==> src/rtl/irq_route_pkg.sv <==
package irq_route_pkg;
  localparam int SRC_N = 16;
  localparam int CH_N  = 4;
  localparam int SEL_W = $clog2(SRC_N);

  // strobes from control to datapath
  typedef struct packed {
    logic [SRC_N-1:0] teHwClr;   // hardware clear of enable bits
  } rtStrobe_t;
endpackage

==> src/rtl/irq_route_dp.sv <==
module irq_route_dp
  import irq_route_pkg::*;
#(
  parameter int NUM_SRC = SRC_N,
  parameter int NUM_CH  = CH_N,
  localparam int SW     = $clog2(NUM_SRC)
) (
  input  logic                 clk,
  input  logic                 rstN,
  input  logic [NUM_SRC-1:0]   srcFlag,
  input  logic [NUM_CH*SW-1:0] dmaSel,
  input  logic [NUM_CH-1:0]    dmaSelVld,
  input  logic                 teWrEn,
  input  logic [NUM_SRC-1:0]   teWrData,
  input  rtStrobe_t            strb,
  output logic [NUM_SRC-1:0]   teQ,
  output logic [NUM_SRC-1:0]   cpuReq,
  output logic [NUM_SRC-1:0]   dtcLvl,
  output logic [NUM_CH-1:0]    dmaLvl
);
  logic [NUM_SRC-1:0] dmaMask;
  logic [NUM_SRC-1:0] chHit [NUM_CH];

  // per-channel decode of the selected source
  for (genvar c = 0; c < NUM_CH; c++) begin : g_ch
    logic [SW-1:0] selIdx;
    assign selIdx = dmaSel[c*SW +: SW];
    always_comb begin
      chHit[c] = '0;
      if (dmaSelVld[c]) chHit[c][selIdx] = 1'b1;
    end
    assign dmaLvl[c] = dmaSelVld[c] & srcFlag[selIdx];

    AST_DMA_SRC_NO_CPU: assert property (@(posedge clk) disable iff (!rstN)
      dmaSelVld[c] |-> !cpuReq[selIdx]);
  end

  always_comb begin
    dmaMask = '0;
    for (int c = 0; c < NUM_CH; c++) dmaMask |= chHit[c];
  end

  // transfer-enable register: hardware clear wins over software write
  always_ff @(posedge clk or negedge rstN) begin
    if (!rstN) teQ <= '0;
    else       teQ <= (teWrEn ? teWrData : teQ) & ~strb.teHwClr;
  end

  assign cpuReq = srcFlag & ~dmaMask & ~teQ;
  assign dtcLvl = srcFlag & ~dmaMask & teQ;

  AST_TE_MASKS_CPU: assert property (@(posedge clk) disable iff (!rstN)
    (teQ & cpuReq) == '0);
  AST_HWCLR_WINS: assert property (@(posedge clk) disable iff (!rstN)
    (|strb.teHwClr) |=> ((teQ & $past(strb.teHwClr)) == '0));
  AST_WRITE_LOADS: assert property (@(posedge clk) disable iff (!rstN)
    (teWrEn && !(|strb.teHwClr)) |=> (teQ == $past(teWrData)));
endmodule

==> src/rtl/irq_route_ctl.sv <==
module irq_route_ctl
  import irq_route_pkg::*;
#(
  parameter int NUM_SRC = SRC_N,
  parameter int NUM_CH  = CH_N
) (
  input  logic               clk,
  input  logic               rstN,
  input  logic [NUM_SRC-1:0] dtcEnd,
  input  logic [NUM_SRC-1:0] dmaEnd,
  input  logic [NUM_SRC-1:0] discSel,
  input  logic               cntZero,
  input  logic [NUM_SRC-1:0] dtcLvl,
  input  logic [NUM_CH-1:0]  dmaLvl,
  output rtStrobe_t          strb,
  output logic [NUM_SRC-1:0] dtcAct,
  output logic [NUM_CH-1:0]  dmaAct,
  output logic [NUM_SRC-1:0] flagClr
);
  logic [NUM_SRC-1:0] autoClr;
  logic [NUM_SRC-1:0] dtcPrev;
  logic [NUM_CH-1:0]  dmaPrev;

  assign autoClr      = discSel | {NUM_SRC{cntZero}};
  assign strb.teHwClr = dtcEnd & autoClr;

  always_ff @(posedge clk or negedge rstN) begin
    if (!rstN) begin
      dtcPrev <= '0;
      dmaPrev <= '0;
      dtcAct  <= '0;
      dmaAct  <= '0;
      flagClr <= '0;
    end else begin
      dtcPrev <= dtcLvl;
      dmaPrev <= dmaLvl;
      dtcAct  <= dtcLvl & ~dtcPrev;
      dmaAct  <= dmaLvl & ~dmaPrev;
      flagClr <= strb.teHwClr | dmaEnd;
    end
  end

  AST_DTC_ACT_PULSE: assert property (@(posedge clk) disable iff (!rstN)
    (|dtcAct) |=> ((dtcAct & $past(dtcAct)) == '0));
  AST_DMA_ACT_PULSE: assert property (@(posedge clk) disable iff (!rstN)
    (|dmaAct) |=> ((dmaAct & $past(dmaAct)) == '0));
  AST_DMAEND_CLEARS: assert property (@(posedge clk) disable iff (!rstN)
    (|dmaEnd) |=> ((flagClr & $past(dmaEnd)) == $past(dmaEnd)));
  AST_NO_SPURIOUS_CLR: assert property (@(posedge clk) disable iff (!rstN)
    (|dtcEnd) |=> ((flagClr & $past(dtcEnd) & ~$past(dmaEnd) & ~$past(autoClr)) == '0));
endmodule

==> src/rtl/irq_xfer_router.sv <==
module irq_xfer_router
  import irq_route_pkg::*;
#(
  parameter int NUM_SRC = SRC_N,
  parameter int NUM_CH  = CH_N,
  localparam int SW     = $clog2(NUM_SRC)
) (
  input  logic                 clk,
  input  logic                 rstN,
  input  logic [NUM_SRC-1:0]   srcFlag,
  input  logic [NUM_CH*SW-1:0] dmaSel,
  input  logic [NUM_CH-1:0]    dmaSelVld,
  input  logic                 teWrEn,
  input  logic [NUM_SRC-1:0]   teWrData,
  input  logic [NUM_SRC-1:0]   dtcEnd,
  input  logic [NUM_SRC-1:0]   dmaEnd,
  input  logic [NUM_SRC-1:0]   discSel,
  input  logic                 cntZero,
  output logic [NUM_SRC-1:0]   teQ,
  output logic [NUM_SRC-1:0]   cpuReq,
  output logic [NUM_SRC-1:0]   dtcAct,
  output logic [NUM_CH-1:0]    dmaAct,
  output logic [NUM_SRC-1:0]   flagClr
);
  rtStrobe_t          strb;
  logic [NUM_SRC-1:0] dtcLvl;
  logic [NUM_CH-1:0]  dmaLvl;

  irq_route_dp #(.NUM_SRC(NUM_SRC), .NUM_CH(NUM_CH)) dp_i (
    .clk(clk), .rstN(rstN), .srcFlag(srcFlag), .dmaSel(dmaSel),
    .dmaSelVld(dmaSelVld), .teWrEn(teWrEn), .teWrData(teWrData),
    .strb(strb), .teQ(teQ), .cpuReq(cpuReq), .dtcLvl(dtcLvl), .dmaLvl(dmaLvl)
  );

  irq_route_ctl #(.NUM_SRC(NUM_SRC), .NUM_CH(NUM_CH)) ctl_i (
    .clk(clk), .rstN(rstN), .dtcEnd(dtcEnd), .dmaEnd(dmaEnd),
    .discSel(discSel), .cntZero(cntZero), .dtcLvl(dtcLvl), .dmaLvl(dmaLvl),
    .strb(strb), .dtcAct(dtcAct), .dmaAct(dmaAct), .flagClr(flagClr)
  );
endmodule

==> config.mk <==
export PLATFORM = sky130hd
export DESIGN_NAME = irq_xfer_router
export DESIGN_NICKNAME = d
export VERILOG_FILES = /design/src/rtl/irq_route_pkg.sv /design/src/rtl/irq_route_dp.sv /design/src/rtl/irq_route_ctl.sv /design/src/rtl/irq_xfer_router.sv
export SDC_FILE = /design/constraint.sdc
export NUM_CORES = 1
export LEC_CHECK = 0
export BUFFER_PORTS_ARGS = -buffer_cell sky130_fd_sc_hd__buf_2
export CELL_PAD_IN_SITES_DETAIL_PLACEMENT = 1
export CELL_PAD_IN_SITES_GLOBAL_PLACEMENT = 2
export CORE_MARGIN = 4
export CORE_UTILIZATION = 25
export DETAILED_ROUTE_END_ITERATION = 10
export GPL_TIMING_DRIVEN = 0
export PLACE_DENSITY_LB_ADDON = 0.12
export SYNTH_ARGS = -nofsm -noshare
export SYNTH_HDL_FRONTEND = slang
export SYNTH_HIERARCHICAL = 1
export SYNTH_SLANG_ARGS = --single-unit
export TNS_END_PERCENT = 10
==> constraint.sdc <==
create_clock -name clk -period 1.23 [get_ports clk]
set_clock_uncertainty 0.1 [all_clocks]
set_input_delay 0.0615 -clock clk [delete_from_list [all_inputs] [get_ports clk]]
set_output_delay 0.0615 -clock clk [all_outputs]
set_load 0.005 [all_outputs]
# Word-level counts from Yosys, hierarchy flattened
# Index checks and enable logic that the tools add are counted.
[word_totals]
wordCells = 60
regBits = 72
in_bits = 104
[classes]
bitwise_logic = 21
order_cmp = 8
n_mux = 21
n_reduce_logical = 4
[ops]
columns = ["op", "n"]
rows = [
  ["16-bit bitwise AND", 6],
  ["16-bit 2-to-1 mux", 5],
  ["16-bit bitwise OR", 5],
  ["16-bit inverter", 4],
  ["4-bit by 5-bit < comparator with 1-bit output (second input constant)", 4],
  ["1-bit binary-select mux with 4-bit select", 4],
  ["1-bit demux with 4-bit select", 4],
  ["4-bit by 1-bit greater-or-equal comparator with 1-bit output (second input constant)", 4],
  ["1-bit 2-to-1 mux", 8],
  ["1-bit bitwise AND", 4],
  ["4-bit bitwise AND", 1],
  ["1-bit logical AND", 4],
  ["4-bit inverter", 1],
]

# Logic depth before layout (Yosys ltp)
# Gate-level depths: netlist (run 1).
[depth]
depth_word = 12
ltp_mapped = 6
depth_no_buf = 5

# Modules after synthesis
# The synthesis (run 1) kept the hierarchy.
[by_module_without_submodules]
columns = ["mod", "seq_area_each_um2", "area_per_inst_um2", "cells_each", "instances"]
rows = [
  ["irq_route_dp", 400.4, 1975.6, 235, 1],
  ["irq_route_ctl", 1401.3, 1773.0, 110, 1],
]

# Least setup slack after synthesis (run 1)
# Ideal clock, no wire load.
[synth_path]
kind = "input -> register"
start = "input dmaSel[12]"
end = "register ctl_i.dmaAct[3]"
path_slack_ns = -0.107
n_path_buf = 1
t_required_ns = 1.012
arrival_ns = 1.119
setup_ns = 0.118
path_stages = 5
path_cell_list = "buf_2 mux4_2 a22oi_1 o21ai_1 nor2b_1"
[synth_via]
elab_chain_cells = 4
[synth_lines]
columns = ["element", "line_no", "source"]
rows = [
  ["start, declared", "irq_xfer_router.sv:11", "input logic [NUM_CH*SW-1:0] dmaSel,"],
  ["1-bit binary-select mux with 4-bit select", "irq_route_dp.sv:32", "assign dmaLvl[c] = dmaSelVld[c] & srcFlag[selIdx];"],
  ["1-bit 2-to-1 mux (not written as such)", "irq_route_dp.sv:32", ""],
  ["1-bit bitwise AND", "irq_route_dp.sv:32", ""],
  ["net dmaLvl[3]", "irq_xfer_router.sv:27", "logic [NUM_CH-1:0] dmaLvl;"],
  ["4-bit bitwise AND", "irq_route_ctl.sv:38", "dmaAct <= dmaLvl & ~dmaPrev;"],
  ["end signal, assigned", "irq_route_ctl.sv:38", ""],
  ["end, declared", "irq_route_ctl.sv:17", "output logic [NUM_CH-1:0] dmaAct,"],
]
# The timed path passes the listed nets, and every way through them passes these cells. The select of a mux whose other input is x is not followed.

# Worst setup path in the final report (run 1)
[layout_path]
start = "input dmaSel[6]"
end = "output cpuReq[13]"
[layout_via]
elab_chain_cells = 11
[layout_lines]
columns = ["element", "line_no", "source"]
rows = [
  ["4-bit by 5-bit < comparator with 1-bit output (not written as such) / 4-bit by 1-bit greater-or-equal comparator with 1-bit output (equally long branches)", "irq_route_dp.sv:30", "if (dmaSelVld[c]) chHit[c][selIdx] = 1'b1;"],
  ["1-bit logical AND (not written as such)", "irq_route_dp.sv:30", ""],
  ["1-bit 2-to-1 mux (not written as such)", "irq_route_dp.sv:30", ""],
  ["1-bit demux with 4-bit select *", "-", ""],
  ["16-bit 2-to-1 mux *", "irq_route_dp.sv:30", ""],
  ["16-bit bitwise OR * (3 in a row)", "irq_route_dp.sv:40", "for (int c = 0; c < NUM_CH; c++) dmaMask |= chHit[c];"],
  ["16-bit inverter *", "irq_route_dp.sv:49", "assign cpuReq = srcFlag & ~dmaMask & ~teQ;"],
  ["16-bit bitwise AND * (2 in a row)", "irq_route_dp.sv:49", ""],
  ["end, declared", "irq_xfer_router.sv:20", "output logic [NUM_SRC-1:0] cpuReq,"],
]
# Every way passes the cells marked *; elsewhere a longest branch is shown, timed or not.

==> metrics.csv, run 1 <==
metric;value;unit
clock-pin slew on the worst setup and hold paths;50;ps
Psw;0.00174;W
Residual DRC;0;
die height;130;um
die area;17000;um^2
Slew Limit Fails;0;
area fraction of the dominant cell type after synthesis;0.481;
initial antenna violation count;0;
power density over cell area;1050;nW/um^2
fin nets;713;
top post-synthesis cells by count;72 x dfrtp_1, 42 x nor2_1, 29 x mux2i_1;
crit path max fanout;9;
post-layout util;0.434;
Worst Hold Class;in2reg;
Clock Tree Root;clkbuf_16;
GRT Overall Usage;0.184;
Initial DRC Count;112;
area occupied by multi-input gates;2050;um^2
power share of the clock group;0.394;
area leader, netlist;dfrtp_1;
crit end category;output pin;
RSZ-0062 raised after global routing;yes;
endpoints failing hold;4;
run status;complete, but fails checks;
Ys Warns;6;
WHS;-28.8;ps
TritonCTS buffer count;9;
CORE AREA;14600;um^2
Routed Antenna Nets;0;
Worst EP arrival;1210;ps
P_int;0.00494;W
fillers;1611;
Post-DP HPWL;10800;um
Core Rows;44;
first-pass GRT wire length;23600;um
minimum clock period;1380;ps
Layout area overhead;69.1;%
Die W;130;um
Worst VDD drop;515;uV
pin count of the biggest net entering global routing;43;
top post-synthesis cells by area;dfrtp_1 48%, mux2i_1 7.7%, mux4_2 4.8%;
#FFs+latches synth;72;
Sw Share;0.261;
sequential-to-total area share from yosys stat;0.481;
final instance area;6340;um^2
LEAKAGE;3.11;nW
Unique masters post-synth;35;
DRT Pass-1 Iters;4;
CTS tree;built;
port bufs;163;
Post-CTS Hold Fix Bufs;76;
register area;1800;um^2
initial core utilization;0.257;
clock sink count;72;
routed wire length;15300;um
Clock Latency Late Sink;330;ps
CP Class;in2out;
Setup Viol. Count Final;12;
dpl cell area;4830;um^2
cell area after synthesis;3750;um^2
Combinational Power Share;0.217;
Final WS setup;-146;ps
post-DR vias/cell;4.79;
final worst path period share;1.12;
I/O pins;172;
gr ovfl total;0;
# diodes;0;
actual slew at the worst max-slew pin;434;ps
top-count cell post-synth;dfrtp_1;
asr flop ratio synth;1.00;
Avg Cell Area, Syn;10.9;um^2
Peak Freq;727;MHz
Max clock buf depth;2;
total of max-cap violations;0;
layout cells sized above 1;0.443;
Syn Inst Count;345;
number of flops mapped to enable cells by yosys;0;
vias;3822;
worst path required time;1070;ps
Critical Path Start Type;input pin;
Final Wtd Congestion;0.890;
Mapped Nets;449;
htree depth;3;
failing checks;hold timing, setup timing;
Most used DFF post-synth;dfrtp_1;
Slew Limit Headroom;0.703;
vias in the first global route;4173;
Flop pwr share;0.389;
drt wl/cell;19.2;um
[critical path, cell delays in order]
cell	delay (ps)
buf_4	150
and3_4	210
a22o_1	210
a221oi_2	240
and3b_1	210
buf_2	110
[area by class of cell]
class,instances,share of cell area
sequential,72,0.284
clock inverter,2,0.00612
multi-input combinational,246,0.324
buffer,14,0.0229
timing repair buffer,254,0.279
clock buffer,14,0.0401
tap,184,0.0363
inverter,12,0.00711
[cell usage in the layout (no fill, tap or decap), types with 2 or more instances in the layout]
cell / netlist / routed
a221oi_2: 2 / 4
buf_8: 1 / 6
buf_2: 12 / 158
o21ai_1: 3 / 3
nand3_1: 19 / 13
and3_1: 10 / 5
o21a_1: 16 / 16
nand3_2: 0 / 6
clkbuf_16: 0 / 9
a221oi_1: 4 / 2
nor2_1: 42 / 36
dlygate4sd3_1: 0 / 76
or2_2: 6 / 6
dfrtp_1: 72 / 71
nor2b_1: 28 / 22
mux2i_1: 29 / 29
nand2b_1: 2 / 2
mux4_2: 8 / 8
inv_1: 12 / 12
nand4_1: 3 / 3
nor4_2: 0 / 2
clkbuf_4: 0 / 2
and3_4: 0 / 5
and3b_1: 13 / 6
nor3b_4: 0 / 3
a22oi_2: 0 / 7
or2_1: 10 / 10
a22o_1: 4 / 4
clkbuf_1: 0 / 4
buf_6: 2 / 8
buf_4: 0 / 16
mux4_1: 2 / 2
and3b_2: 0 / 7
a32oi_2: 0 / 2
nor2b_4: 0 / 6
nand2_1: 8 / 7
a22oi_1: 18 / 11
nor2_2: 0 / 5
[metrics by stage]
step | hold WS, ps | total power (W) | TNS [ps] | setup slack [ps] | cells
finish | -28.8 | 0.00668 | -769 | -146 | 798
global route | -32.7 | 0.00704 | -1770 | -178 | 798
detailed placement | -57.3 | 0.00376 | -15330 | -466 | 693
floorplan | -334 | 0.00315 | -449 | -88.3 | 345
global placement | 150 | 0.00374 | -54430 | -556 | 692
CTS | -32.5 | 0.00673 | -1360 | -200 | 794
[final timing paths]
path | startpoint | end | slack (ps) | depth (start not counted)
hold reg to reg | ctl_i/dtcPrev[2] | ctl_i/dtcAct[2] | 290 | 1
hold / removal | srcFlag[1] | ctl_i/dtcPrev[1] | -30 | 3
setup / recovery | dmaSel[6] | cpuReq[13] | -150 | 6
min in group asynchronous | rstN | ctl_i/dmaAct[0] | 110 | 2
max in group asynchronous | rstN | ctl_i/flagClr[8] | 350 | 3
setup reg to reg | dp_i/teQ[15] | ctl_i/dtcAct[15] | 140 | 3
[metal layers]
metal	part of all wire	global-route usage	routed length (um)	vias up
met5	0	0	0	-
met4	0.020	0.0629	309	0
met3	0.066	0.0504	1000	24
met2	0.49	0.310	7450	140
met1	0.43	0.229	6520	1887
li1	-	-	-	1771
[power by group through the flow]
| stage | registers [W] | clock network, W | logic, W |
|---|---|---|---|
| floorplan | 0.00264 | 0 | 0.000504 |
| global placement | 0.00264 | 0 | 0.00110 |
| detailed placement | 0.00264 | 0 | 0.00112 |
| CTS | 0.00260 | 0.00273 | 0.00140 |
| global route | 0.00262 | 0.00283 | 0.00159 |
| finish | 0.00260 | 0.00263 | 0.00145 |
[what timing repair did]
action                     4_1_cts  5_1_grt
setup endpoints to repair       23       22
cloned                           0        0
gates resized for setup         56       43
hold endpoints to repair       114        3
buffers inserted                 9        5
pin swaps                       16       19
[registers in the layout, indices dropped and copies added, names as in the netlist]
| signal | count |
|---|---|
| ctl_i/dtcAct | 16 |
| ctl_i/dtcPrev | 16 |
| ctl_i/flagClr | 16 |
| dp_i/teQ | 16 |
| ctl_i/dmaAct | 4 |
| ctl_i/dmaPrev | 4 |
[cell families after synthesis]
kind of cell	count (synthesis)	share of synthesized area
buffers and inverters	27	0.0380
multiplexers	39	0.140
AND/OR/NAND/NOR	154	0.230
flip-flops	72	0.481
AO/OA/AOI/OAI	53	0.112
Note: power is estimated with default switching activity, not from simulation.
==> run 2: changes to the inputs <==
BUFFER_PORTS_ARGS = default   (was -buffer_cell sky130_fd_sc_hd__buf_2)
CORE_UTILIZATION = 37   (was 25)
DONT_BUFFER_PORTS = 1   (was default)
clock period = 1.27 ns   (was 1.23 ns; I/O delays follow)
==> metrics.csv, run 2 (same netlist as run 1, synthesis figures left out) <==
metric;value;unit
vias;3307;
Worst EP arrival;1470;ps
crit end category;flop;
layout cells sized above 1;0.179;
WHS;-707;ps
Critical Path Start Type;input pin;
post-layout util;0.539;
I/O pins;172;
Clock Tree Root;clkbuf_8;
fin nets;556;
htree depth;3;
Psw;0.00145;W
clock sink count;72;
worst path required time;1420;ps
r2r startpoint;dp_i/teQ[15];
Final WS setup;-55.1;ps
Worst VDD drop;788;uV
gr ovfl total;0;
failing checks;hold timing, setup timing;
Final Wtd Congestion;0.917;
Slew Limit Headroom;0.647;
Flop pwr share;0.440;
Residual DRC;0;
pin count of the biggest net entering global routing;73;
routed wire length;13900;um
Sw Share;0.251;
commonest non-fill, non-tap cell in the layout;dlygate4sd3_1;
R2R cell count;3;
DRT Pass-1 Iters;5;
Die W;109;um
P_int;0.00435;W
minimum clock period;1330;ps
actual slew at the worst max-slew pin;528;ps
clock-pin slew on the worst setup and hold paths;90;ps
Routed Antenna Nets;0;
CORE AREA;9820;um^2
total of max-cap violations;0;
Combinational Power Share;0.164;
port bufs;0;
vias in the first global route;3522;
Place WS;-388;ps
Layout area overhead;41.3;%
die area;11800;um^2
final instance area;5300;um^2
r2r endpoint;ctl_i/dtcAct[15];
Slew Limit Fails;0;
most frequent cells in the layout;87 x dlygate4sd3_1, 71 x dfrtp_1, 41 x nor2_1;
post-DR vias/cell;5.61;
CP Class;in2reg;
Peak Freq;755;MHz
Core Rows;36;
TritonCTS buffer count;9;
endpoints failing hold;74;
Post-DP HPWL;9210;um
initial antenna violation count;0;
initial core utilization;0.382;
Max clock buf depth;2;
Clock Latency Late Sink;350;ps
Tot Pwr;0.00580;W
drt wl/cell;23.5;um
RSZ-0062 raised after global routing;yes;
r2r setup slk;130;ps
crit path max fanout;4;
power density over cell area;1100;nW/um^2
GRT Overall Usage;0.234;
run status;complete, but fails checks;
Setup Viol. Count Final;5;
power share of the clock group;0.396;
dpl cell area;3920;um^2
first-pass GRT wire length;20400;um
final worst path period share;1.04;
Worst Hold Class;in2async;
# diodes;0;
Initial DRC Count;181;
die height;109;um
CTS tree;built;
LEAKAGE;2.39;nW
-- run 2: critical path, stage by stage --
cell	delay (ps)
dlygate4sd3_1	600
mux4_2	480
o21ai_1	130
nand2_1	70
nor2b_1	120
-- run 2: how the worst max path moves through the flow --
stage           startpoint          endpoint  slack [ps]  cells past startpoint
2_1_floorplan    dmaSel[5]   ctl_i/dmaAct[1]         -50                      6
3_3_place_gp    dmaSel[11]   ctl_i/dtcAct[3]        -350                      6
3_5_place_dp     dmaSel[2]  ctl_i/dtcAct[14]        -390                      6
4_1_cts         dmaSel[14]        cpuReq[14]         -80                      5
5_1_grt         dmaSel[11]         cpuReq[7]         -90                      5
6_report       srcFlag[15]   ctl_i/dmaAct[2]         -60                      5
-- run 2: timing repair --
item / 4_1_cts / 5_1_grt
setup endpoints to repair: 14 / 21
gates resized for setup: 22 / 36
buffers inserted: 1 / 4
hold buffers: 86 / 5
endpoints found under the hold margin: 142 / 82
pin swaps: 7 / 8
-- run 2: per-stage QoR --
stage	std cells	setup TNS [ps]
after global placement	478	-7930
after floorplan	345	-167
after global routing	590	-529
after detailed placement	478	-7320
final	590	-134
after CTS	581	-428
-- run 2: per-layer routing --
metal  vias up  part of all wire  global-route usage
met5         -                 0                   0
met4         0             0.014              0.0640
met3        16             0.092              0.0811
met2       152              0.50               0.391
met1      1683              0.39               0.287
li1       1456                 -                   -
-- run 2: final cells by class --
cell class	instances	area [um^2]
Fill cell	1069	4520
Multi-Input combinational cell	246	1910
Sequential cell	72	1800
Timing Repair Buffer	96	958
Tap cell	133	166
Buffer	15	159
Clock buffer	10	138
Clock inverter	6	113
Inverter	12	45.0
-- run 2: power groups by stage --
stage | Combinational (W) | Clock (W) | Sequential, W
after floorplan | 0.000488 | 0 | 0.00256
after global placement | 0.000609 | 0 | 0.00260
after detailed placement | 0.000620 | 0 | 0.00260
after CTS | 0.000881 | 0.00237 | 0.00256
after global routing | 0.00103 | 0.00246 | 0.00257
final | 0.000954 | 0.00230 | 0.00255
==> run 3: changes to the inputs <==
HOLD_SLACK_MARGIN = 0.02   (was default)
==> metrics.csv, run 3 (same netlist as run 1, synthesis figures left out) <==
metric;value;unit
drt wl/cell;23.5;um
worst path required time;1110;ps
die area;11800;um^2
endpoints failing hold;84;
fin nets;563;
power density over cell area;1090;nW/um^2
Placed Instances;478;
crit-path cells;buf_6 -> and3b_2 -> a22o_1 -> a221oi_2 -> and3b_1;
Initial DRC Count;146;
first-pass GRT wire length;20200;um
Clock Latency Late Sink;350;ps
clock sink count;72;
clock-pin slew on the worst setup and hold paths;80;ps
post-DR vias/cell;5.61;
vias in the first global route;3520;
Crit-path slowest cell;and3b_2;
Residual DRC;0;
max incr delay on CP;270;ps
failing checks;hold timing, setup timing;
port bufs;0;
layout cells sized above 1;0.194;
# diodes;0;
r2r startpoint;dp_i/teQ[15];
r2r setup slk;140;ps
Slew Limit Headroom;0.665;
gr ovfl total;0;
pin count of the biggest net entering global routing;73;
Setup Viol. Count Final;3;
crit end category;output pin;
Fin Setup TNS;-17.0;ps
Worst VDD drop;787;uV
GRT Overall Usage;0.231;
final worst path period share;1.01;
total of max-cap violations;0;
CORE AREA;9820;um^2
LEAKAGE;2.43;nW
Layout Cells excl Fill;597;
RSZ-0062 raised after global routing;yes;
fillers;1077;
initial antenna violation count;0;
Critical Path Start Type;input pin;
Post-DP HPWL;9210;um
DRT Pass-1 Iters;4;
TritonCTS buffer count;9;
Routed Antenna Nets;0;
actual slew at the worst max-slew pin;490;ps
die height;109;um
area occupied by multi-input gates;1920;um^2
CP Class;in2out;
Place WS;-388;ps
crit path max fanout;7;
Final WS setup;-8.41;ps
Die W;109;um
minimum clock period;1280;ps
Worst Hold Class;in2async;
r2r endpoint;ctl_i/dtcAct[15];
Core Rows;36;
Layout area overhead;43.2;%
CTS tree;built;
commonest non-fill, non-tap cell in the layout;dlygate4sd3_1;
routed wire length;14000;um
initial core utilization;0.382;
Clock Tree Root;clkbuf_8;
register area;1800;um^2
post-layout util;0.547;
Final Wtd Congestion;0.917;
critical path launch point;dmaSel[14];
Worst EP arrival;1110;ps
htree depth;3;
Slew Limit Fails;0;
most frequent cells in the layout;89 x dlygate4sd3_1, 71 x dfrtp_1, 39 x nor2_1;
I/O pins;172;
R2R cell count;3;
Max clock buf depth;2;
vias;3347;
run status;complete, but fails checks;
Peak Freq;782;MHz
WHS;-705;ps
==> run 3: per-layer routing <==
metal  GRT usage  part of all wire  up-vias
met5           0                 0        -
met2       0.390              0.51      157
met3      0.0740             0.085       17
met1       0.282              0.39     1702
li1            -                 -     1471
met4      0.0685             0.012        0
==> run 3: layout make-up <==
class	instances	area share
Buffer	15	0.0312
Clock buffer	10	0.0256
Timing Repair Buffer	103	0.189
Clock inverter	6	0.0210
Inverter	12	0.00839
Sequential cell	72	0.336
Multi-Input combinational cell	246	0.357
Tap cell	133	0.0310
==> run 3: worst max-delay path: cells and delay by family <==
family,cells,cell delay [ps]
buffers and inverters,1,100
and+or+nand+nor,2,500
AOI/OAI and AO/OA,2,450
==> run 3: what timing repair did <==
action,in CTS,in global routing
gates resized for setup,22,42
pin swaps,7,9
hold buffers,85,9
endpoints found under the hold margin,143,99
setup buffers,1,9
setup endpoints to repair,14,21
==> run 3: where the power goes <==
part / internal [W] / switching (W) / total [W]
combinational: 0.000557 / 0.000418 / 0.000975
sequential: 0.00244 / 0.000112 / 0.00255
clock: 0.00137 / 0.000927 / 0.00230
total: 0.00437 / 0.00146 / 0.00583
==> run 3: worst max-delay path by stage <==
stage	end	slack, ps	depth (start not counted)
final	cpuReq[10]	-8	5
after detailed placement	ctl_i/dtcAct[14]	-390	6
after floorplan	ctl_i/dmaAct[1]	-50	6
after global placement	ctl_i/dtcAct[3]	-350	6
after CTS	cpuReq[14]	-80	5
after global routing	cpuReq[13]	-50	5
==> run 3: stage by stage <==
stage	instance area, um^2	power [W]
floorplan	3750	0.00305
global placement	3920	0.00321
detailed placement	3920	0.00322
CTS	5100	0.00580
global route	5370	0.00610
finish	5370	0.00583
